--- config.mk ---
export PLATFORM = sky130hd
export DESIGN_NAME = dram_req_decoder
export DESIGN_NICKNAME = d
export VERILOG_FILES = /design/src/rtl/dram_dec_pkg.sv /design/src/rtl/op_classify.sv /design/src/rtl/refresh_row_reg.sv /design/src/rtl/refresh_delay.sv /design/src/rtl/dram_req_decoder.sv
export SDC_FILE = /design/constraint.sdc
export NUM_CORES = 1
export LEC_CHECK = 0
export CAP_MARGIN = 25
export CORE_ASPECT_RATIO = 1.5
export CORE_MARGIN = 3
export CORE_UTILIZATION = 40
export DETAILED_ROUTE_END_ITERATION = 12
export PLACE_DENSITY = 0.71
export SLEW_MARGIN = 20
export SYNTH_ARGS = -nofsm -noshare
export SYNTH_HDL_FRONTEND = slang
export SYNTH_SLANG_ARGS = --single-unit
--- constraint.sdc ---
create_clock -name clk -period 2.07 [get_ports clk]
set_input_delay 0.207 -clock clk [delete_from_list [all_inputs] [get_ports clk]]
set_output_delay 0.207 -clock clk [all_outputs]
set_load 0.005 [all_outputs]
--- src/rtl/dram_dec_pkg.sv ---
// Shared command codes for the DRAM request decoder.
// Assumes: codes fit in 4 bits; values are visible on the output ports.
package dram_dec_pkg;
    typedef enum logic [3:0] {
        CMD_NOP   = 4'd0,
        CMD_RD    = 4'd1,
        CMD_WR    = 4'd2,
        CMD_WRM   = 4'd3,
        CMD_CAL   = 4'd4,
        CMD_ACT   = 4'd5,
        CMD_RNOP  = 4'd6,
        CMD_LDLO  = 4'd7,
        CMD_LDMID = 4'd8,
        CMD_LDHI  = 4'd9,
        CMD_REFP  = 4'd10,
        CMD_REFA  = 4'd11,
        CMD_REFI  = 4'd12
    } cmd_e;
endpackage

--- src/rtl/op_classify.sv ---
// Combinational classifier: maps opcode, write select and refresh
// sub-opcode to a command code and side flags.
// Assumes: inputs are only meaningful when the request is valid.
module op_classify
    import dram_dec_pkg::*;
(
    input  logic [3:0] op_i,
    input  logic       wrx_i,
    input  logic [2:0] sub_i,
    output cmd_e       code_o,
    output logic       delayed_o,
    output logic       illegal_o,
    output logic       ld_lo_o,
    output logic       ld_mid_o
);
    // Decode the opcode, then the refresh sub-opcode for 0011.
    always_comb begin
        code_o    = CMD_NOP;
        delayed_o = 1'b0;
        illegal_o = 1'b0;
        ld_lo_o   = 1'b0;
        ld_mid_o  = 1'b0;
        if (op_i[3]) begin
            code_o = CMD_WRM;
        end else if (op_i[2]) begin
            code_o = CMD_ACT;
        end else begin
            case (op_i[1:0])
                2'b00: code_o = CMD_NOP;
                2'b01: code_o = wrx_i ? CMD_WR : CMD_RD;
                2'b10: code_o = CMD_CAL;
                default: begin
                    case (sub_i)
                        3'd0: code_o = CMD_RNOP;
                        3'd1: begin code_o = CMD_REFP; delayed_o = 1'b1; end
                        3'd2: begin code_o = CMD_REFA; delayed_o = 1'b1; end
                        3'd3: begin code_o = CMD_REFI; delayed_o = 1'b1; end
                        3'd4: begin code_o = CMD_LDLO; ld_lo_o = 1'b1; end
                        3'd5: begin code_o = CMD_LDMID; ld_mid_o = 1'b1; end
                        3'd6: code_o = CMD_LDHI;
                        default: illegal_o = 1'b1;
                    endcase
                end
            endcase
        end
    end
endmodule

--- src/rtl/refresh_row_reg.sv ---
// Split-loaded refresh-row register with wrapping increment.
// Assumes: a load in the same cycle as an increment takes priority.
module refresh_row_reg #(
    parameter int ROW_W = 12,
    parameter int LO_W  = 8
) (
    input  logic             clk,
    input  logic             rst_n,
    input  logic             ld_lo_i,
    input  logic             ld_mid_i,
    input  logic             inc_i,
    input  logic [LO_W-1:0]  data_i,
    output logic [ROW_W-1:0] row_o
);
    localparam int MID_W = ROW_W - LO_W;

    logic [ROW_W-1:0] row_q;

    // Load a slice, or advance the row after an incrementing refresh.
    always_ff @(posedge clk) begin
        if (!rst_n) begin
            row_q <= '0;
        end else if (ld_lo_i) begin
            row_q[LO_W-1:0] <= data_i;
        end else if (ld_mid_i) begin
            row_q[ROW_W-1:LO_W] <= data_i[MID_W-1:0];
        end else if (inc_i) begin
            row_q <= row_q + 1'b1;
        end
    end

    assign row_o = row_q;


    inc_chk: assert property (@(posedge clk) disable iff (!rst_n)
        (inc_i && !ld_lo_i && !ld_mid_i) |=> row_q == $past(row_q) + 1'b1);

    lo_load_chk: assert property (@(posedge clk) disable iff (!rst_n)
        ld_lo_i |=> row_q[LO_W-1:0] == $past(data_i));
endmodule

--- src/rtl/refresh_delay.sv ---
// Holds at most one delayed refresh command and counts down its delay.
// Assumes: delay 0 issues at the accepting edge; issue_o is combinational
// and the parent registers it.
module refresh_delay
    import dram_dec_pkg::*;
#(
    parameter int BANK_W = 3,
    parameter int DLY_W  = 2
) (
    input  logic              clk,
    input  logic              rst_n,
    input  logic              start_i,
    input  cmd_e              code_i,
    input  logic [BANK_W-1:0] bank_i,
    input  logic [DLY_W-1:0]  dly_i,
    output logic              issue_o,
    output cmd_e              issue_code_o,
    output logic [BANK_W-1:0] issue_bank_o,
    output logic              err_o
);
    logic              pend_q;
    logic [DLY_W-1:0]  cnt_q;
    cmd_e              code_q;
    logic [BANK_W-1:0] bank_q;
    logic              accept;

    assign accept       = start_i && !pend_q;
    assign issue_o      = (accept && dly_i == '0) || (pend_q && cnt_q == '0);
    assign issue_code_o = pend_q ? code_q : code_i;
    assign issue_bank_o = pend_q ? bank_q : bank_i;

    // Capture a delayed command and count it down to issue.
    always_ff @(posedge clk) begin
        if (!rst_n) begin
            pend_q <= 1'b0;
            cnt_q  <= '0;
            code_q <= CMD_NOP;
            bank_q <= '0;
        end else if (accept && dly_i != '0) begin
            pend_q <= 1'b1;
            cnt_q  <= dly_i - 1'b1;
            code_q <= code_i;
            bank_q <= bank_i;
        end else if (pend_q) begin
            if (cnt_q == '0) pend_q <= 1'b0;
            else             cnt_q  <= cnt_q - 1'b1;
        end
    end

    // Flag a refresh that arrives while another is waiting.
    always_ff @(posedge clk) begin
        if (!rst_n) err_o <= 1'b0;
        else        err_o <= start_i && pend_q;
    end


    cnt_range_chk: assert property (@(posedge clk) disable iff (!rst_n)
        pend_q |-> cnt_q < DLY_W'((1 << DLY_W) - 1));

    countdown_chk: assert property (@(posedge clk) disable iff (!rst_n)
        (pend_q && cnt_q != '0) |=> (pend_q && cnt_q == $past(cnt_q) - 1'b1));
endmodule

--- src/rtl/dram_req_decoder.sv ---
// DRAM request decoder: classifies one request word per cycle onto a
// registered main command channel, and routes delayed refresh commands
// through a single-entry delay stage onto a refresh channel.
// Assumes: request fields are stable in the cycle req_valid is high.
module dram_req_decoder
    import dram_dec_pkg::*;
#(
    parameter int ROW_W  = 12,
    parameter int BANK_W = 3,
    parameter int MASK_W = 8,
    parameter int ARG_W  = 8
) (
    input  logic              clk,
    input  logic              rst_n,
    input  logic              req_valid,
    input  logic [3:0]        req_op,
    input  logic              req_wrx,
    input  logic [BANK_W-1:0] req_bank,
    input  logic [ROW_W-1:0]  req_row,
    input  logic [MASK_W-1:0] req_mask,
    input  logic [2:0]        req_sub,
    input  logic [ARG_W-1:0]  req_ra,
    output logic              cmd_valid,
    output logic [3:0]        cmd_code,
    output logic [BANK_W-1:0] cmd_bank,
    output logic [ROW_W-1:0]  cmd_row,
    output logic [MASK_W-1:0] cmd_mask,
    output logic              cmd_illegal,
    output logic              ref_valid,
    output logic [3:0]        ref_code,
    output logic [BANK_W-1:0] ref_bank,
    output logic [ROW_W-1:0]  ref_row,
    output logic              ref_busy_err,
    output logic [ROW_W-1:0]  refresh_row
);
    localparam int DLY_W = 2;

    cmd_e              dec_code, iss_code;
    logic              dec_delayed, dec_illegal, dec_ld_lo, dec_ld_mid;
    logic              iss;
    logic [BANK_W-1:0] iss_bank;
    logic [ROW_W-1:0]  row_val;

    op_classify u_cls (
        .op_i(req_op), .wrx_i(req_wrx), .sub_i(req_sub),
        .code_o(dec_code), .delayed_o(dec_delayed), .illegal_o(dec_illegal),
        .ld_lo_o(dec_ld_lo), .ld_mid_o(dec_ld_mid)
    );

    refresh_delay #(.BANK_W(BANK_W), .DLY_W(DLY_W)) u_dly (
        .clk(clk), .rst_n(rst_n),
        .start_i(req_valid && dec_delayed), .code_i(dec_code),
        .bank_i(req_ra[BANK_W-1:0]), .dly_i(req_ra[ARG_W-1 -: DLY_W]),
        .issue_o(iss), .issue_code_o(iss_code), .issue_bank_o(iss_bank),
        .err_o(ref_busy_err)
    );

    refresh_row_reg #(.ROW_W(ROW_W), .LO_W(ARG_W)) u_row (
        .clk(clk), .rst_n(rst_n),
        .ld_lo_i(req_valid && dec_ld_lo), .ld_mid_i(req_valid && dec_ld_mid),
        .inc_i(iss && iss_code == CMD_REFI), .data_i(req_ra),
        .row_o(row_val)
    );

    assign refresh_row = row_val;

    // Register the main command channel.
    always_ff @(posedge clk) begin
        if (!rst_n) begin
            cmd_valid   <= 1'b0;
            cmd_illegal <= 1'b0;
            cmd_code    <= '0;
            cmd_bank    <= '0;
            cmd_row     <= '0;
            cmd_mask    <= '0;
        end else begin
            cmd_valid   <= req_valid && !dec_illegal && !dec_delayed;
            cmd_illegal <= req_valid && dec_illegal;
            cmd_code    <= dec_code;
            cmd_bank    <= req_bank;
            cmd_row     <= req_row;
            cmd_mask    <= (dec_code == CMD_WRM) ? req_mask : '0;
        end
    end

    // Register the refresh channel at the issue edge.
    always_ff @(posedge clk) begin
        if (!rst_n) begin
            ref_valid <= 1'b0;
            ref_code  <= '0;
            ref_bank  <= '0;
            ref_row   <= '0;
        end else begin
            ref_valid <= iss;
            ref_code  <= iss_code;
            ref_bank  <= iss_bank;
            ref_row   <= (iss_code == CMD_REFP) ? '0 : row_val;
        end
    end


    strobe_src_chk: assert property (@(posedge clk) disable iff (!rst_n)
        (cmd_valid || cmd_illegal) |-> $past(req_valid));

    illegal_excl_chk: assert property (@(posedge clk) disable iff (!rst_n)
        $onehot0({cmd_valid, cmd_illegal}));
endmodule

==> impl_metrics.ini <==
[status]
status = complete, no violations

[place]
dp_cells = 516
gp_congestion = 0.8487
io_buffers = 103
hpwl_mm = 5.768
place_ws_ns = -0.3950

[detailed_routing]
via_per_inst = 4.953
drt_iter0_drc = 113
post_drt_wl_per_cell_um = 14.54
drt-total-wl_mm = 7.764
vias = 2645
ant_nets = 0
drt_pass1_iterations = 4
route.detailed.drc = 0

[logic_synthesis]
synthesis.area_um2 = 2930
synthFlopType = dfxtp_1
synth.avg_cell_area_um2 = 9.933
synth_seq_cells = 72
synth_top_area_share = 0.4919
synth-edff-count = 0
yosys-top-cells-area = dfxtp_1 (49%), and2_1 (6.0%), mux2i_1 (4.8%)
yosys_warnings = 0
yosysSeqAreaShare = 0.4919
syn_nets = 338
synthArstFlopShare = 0
synth_cells = 295
yosys.area.top_type = dfxtp_1
yosys.cell_types.count = 48

[global_routing]
grt_usage = 0.1909
grt.overflow.total = 0
met2_usage = 0.3106
grt_pass1_wl_mm = 12.21
grt_pass1_vias = 2592
grt_max_degree = 64
grtUsageMet1 = 0.2103
top_usage_layer = met2
grt_util_met3 = 0.04537
antenna_found_initial = 0

[timing]
worstMarginPinSlew_ns = 0.4949
relSlewSlack = 0.6701
slew_violations = 0
worst_clock_skew_ns = 0.01015
max_freq_mhz = 495.0
hold_slack_ns = 0.3733
rsz0062_at_grt = yes
hold_violations = 0
period_share = 0.9759
period_needed_ns = 2.020
layout_setup_ws_ns = 0.04979
setup-violations-final = 0

[critical_path]
critPathSlowestCell = clkdlybuf4s50_1
worst_path_most_repeated_cell = nor4_4
crit_required_ns = 2.33
crit_path_cell_trace = clkdlybuf4s50_1 > or3_4 > nor4_4 > o211ai_4 > buf_4 > nor4_4 > xnor2_1 > a21oi_1
end_kind = flop
cp-start-kind = input pin
crit_arrival_ns = 2.28
crit_type = in2reg
cp_max_fo = 8
cp_top_family = simple AND/OR/NAND/NOR gates
cp_num_buf_inv = 2
max_stage_delay_ns = 0.44

[pwr]
swShare = 0.2378
internal_power_mw = 2.089
p_per_area_nw_per_um2 = 596.3
power_switching_mw = 0.6520
leakage_nw = 1.837
power_frac_comb = 0.122
p_seq_frac = 0.522
vdd_drop_max_mv = 0.4358
clkPwrFrac = 0.356
total_power_mw = 2.741

[cts]
cts_root_buffer = clkbuf_8
cts_sinks = 72
cts_buffer_depth = 2
clkTransAtPathRegs_ns = 0.08
clkLatencyLatePin_ns = 0.36
h-tree-depth = 3
cts_tree = yes
cts_made_buffers = 9

[finish]
antenna_cells = 0
synthToLayoutAreaGrowth_pct = 56.87
fillers = 567
drive_gt1_frac = 0.1670
finalNonFillerCells = 534
layout.nets = 475

[floorplan]
dieArea_um2 = 8410
rows = 37
dieHeight_um = 110.8
die_w_um = 75.89
coreArea_um2 = 6990
ios = 104
start_util = 0.4192

[hold_path]
hp-class = in2reg

[job]
cap_violations = 0
final cells by class:
type                            instances  area [um2]  area share
Timing Repair Buffer                  145        1389      0.3021
Clock inverter                          3       17.52    0.003811
Inverter                                5       18.77    0.004083
Sequential cell                        72        1445      0.3144
Multi-Input combinational cell        199        1456      0.3168
Clock buffer                           13       148.9     0.03239
Tap cell                               97       121.4     0.02640
placed cells by master, fill, tap and decap left out, types with 7 or more instances in the layout:
| master | synthesis | final |
|---|---|---|
| buf_4 | 1 | 38 |
| o21ai_0 | 13 | 13 |
| and3_1 | 14 | 14 |
| nor2_1 | 12 | 12 |
| and2_1 | 28 | 28 |
| clkdlybuf4s50_1 | 0 | 99 |
| clkbuf_8 | 0 | 10 |
| dfxtp_1 | 72 | 71 |
| a21oi_1 | 11 | 11 |
| mux2i_1 | 14 | 14 |
| nand2_1 | 19 | 19 |
| nor2b_1 | 11 | 11 |
| xnor2_1 | 7 | 7 |
| nand2b_1 | 7 | 7 |
| nor4_4 | 1 | 7 |
worst register-to-register path, cell delays in order, from the launching register on:
cell and delay [ns]:
dfxtp_4 0.36, or3_4 0.35, nor4_4 0.34, o211ai_4 0.20, buf_4 0.21, nor4_4 0.22
xnor2_1 0.15, a21oi_1 0.08
final timing paths:
| kind | end | cells after the start | slack (ns) | startpoint |
|---|---|---|---|---|
| max | u_row.row_o[8]$_SDFFE_PN0P_ | 8 | 0.05 | req_ra[6] |
| min | cmd_illegal$_SDFF_PN0_ | 4 | 0.37 | req_sub[0] |
| min reg2reg | u_dly.code_q[3]$_SDFFE_PN0P_ | 2 | 0.48 | u_dly.code_q[3]$_SDFFE_PN0P_ |
| max reg2reg | u_row.row_o[8]$_SDFFE_PN0P_ | 7 | 0.05 | u_dly.pend_q$_SDFF_PN0_ |
cell families (layout without fill, tap and decap cells):
logic type                 after synthesis  in the layout  share of synthesized area
DFF                                     72             72                     0.4919
and+or+nand+nor                        129            129                     0.2886
xor gates and xnor gates                 7              7                    0.02092
muxes                                   14             14                    0.04782
buffers and inverters                   24            166                    0.03928
adders and majority gates                3              3                    0.01110
AOI/OAI and AO/OA                       46             46                     0.1003
per-layer routing:
metal  share of wire  vias up  wire [um]
met1            0.39     1227       3065
met4           0.045        0        352
met2            0.50       91       3873
met3           0.061       25        473
li1                -     1302          -
met5               0        -          0
cell usage after synthesis (2+ instances only):
cell type / n
a21boi_1: 3
xnor2_1: 7
nand4_1: 4
inv_1: 5
o21ai_0: 13
and3_1: 14
nand3b_1: 3
clkbuf_1: 11
mux2i_1: 14
buf_2: 5
a211oi_1: 2
nand2_1: 19
nor2_1: 12
a31oi_1: 5
buf_6: 2
dfxtp_1: 72
nor3_1: 2
a21oi_1: 11
o21ai_1: 3
nor4_2: 9
maj3_1: 2
and4_1: 2
nand2b_1: 7
and2_1: 28
o21a_1: 2
nand3_1: 6
nor2b_1: 11
what timing repair did:
| action | in CTS | in global routing |
|---|---|---|
| setup buffers | 1 | 1 |
| setup endpoints to repair | 10 | 10 |
| hold buffers | 0 | 0 |
| resized for setup | 2 | 16 |
| pin swaps | 0 | 12 |
state kept, by name (all words and copies together) (netlist names), 2 cells and up:
| name | count |
|---|---|
| cmd_row | 12 |
| ref_row | 12 |
| u_row.row_o | 12 |
| cmd_mask | 8 |
| cmd_code | 4 |
| ref_code | 4 |
| u_dly.code_q | 4 |
| cmd_bank | 3 |
| ref_bank | 3 |
| u_dly.bank_q | 3 |
| u_dly.cnt_q | 2 |
metrics by stage:
step                cell area, um2  setup TNS (ns)  utilization
finish                        4597               0       0.6576
global route                  4597         -0.1311       0.6576
CTS                           4504        -0.03206       0.6444
detailed placement            4317          -10.44       0.6175
global placement              4317          -9.544       0.6175
floorplan                     2930               0            -
power groups by stage:
stage / combinational, mW / sequential, mW / clock (mW)
floorplan: 0.104 / 1.47 / 0
global placement: 0.322 / 1.46 / 0
detailed placement: 0.325 / 1.46 / 0
CTS: 0.331 / 1.43 / 0.990
global route: 0.361 / 1.43 / 1.06
finish: 0.334 / 1.43 / 0.977
Note: power is estimated with default switching activity, not from simulation.
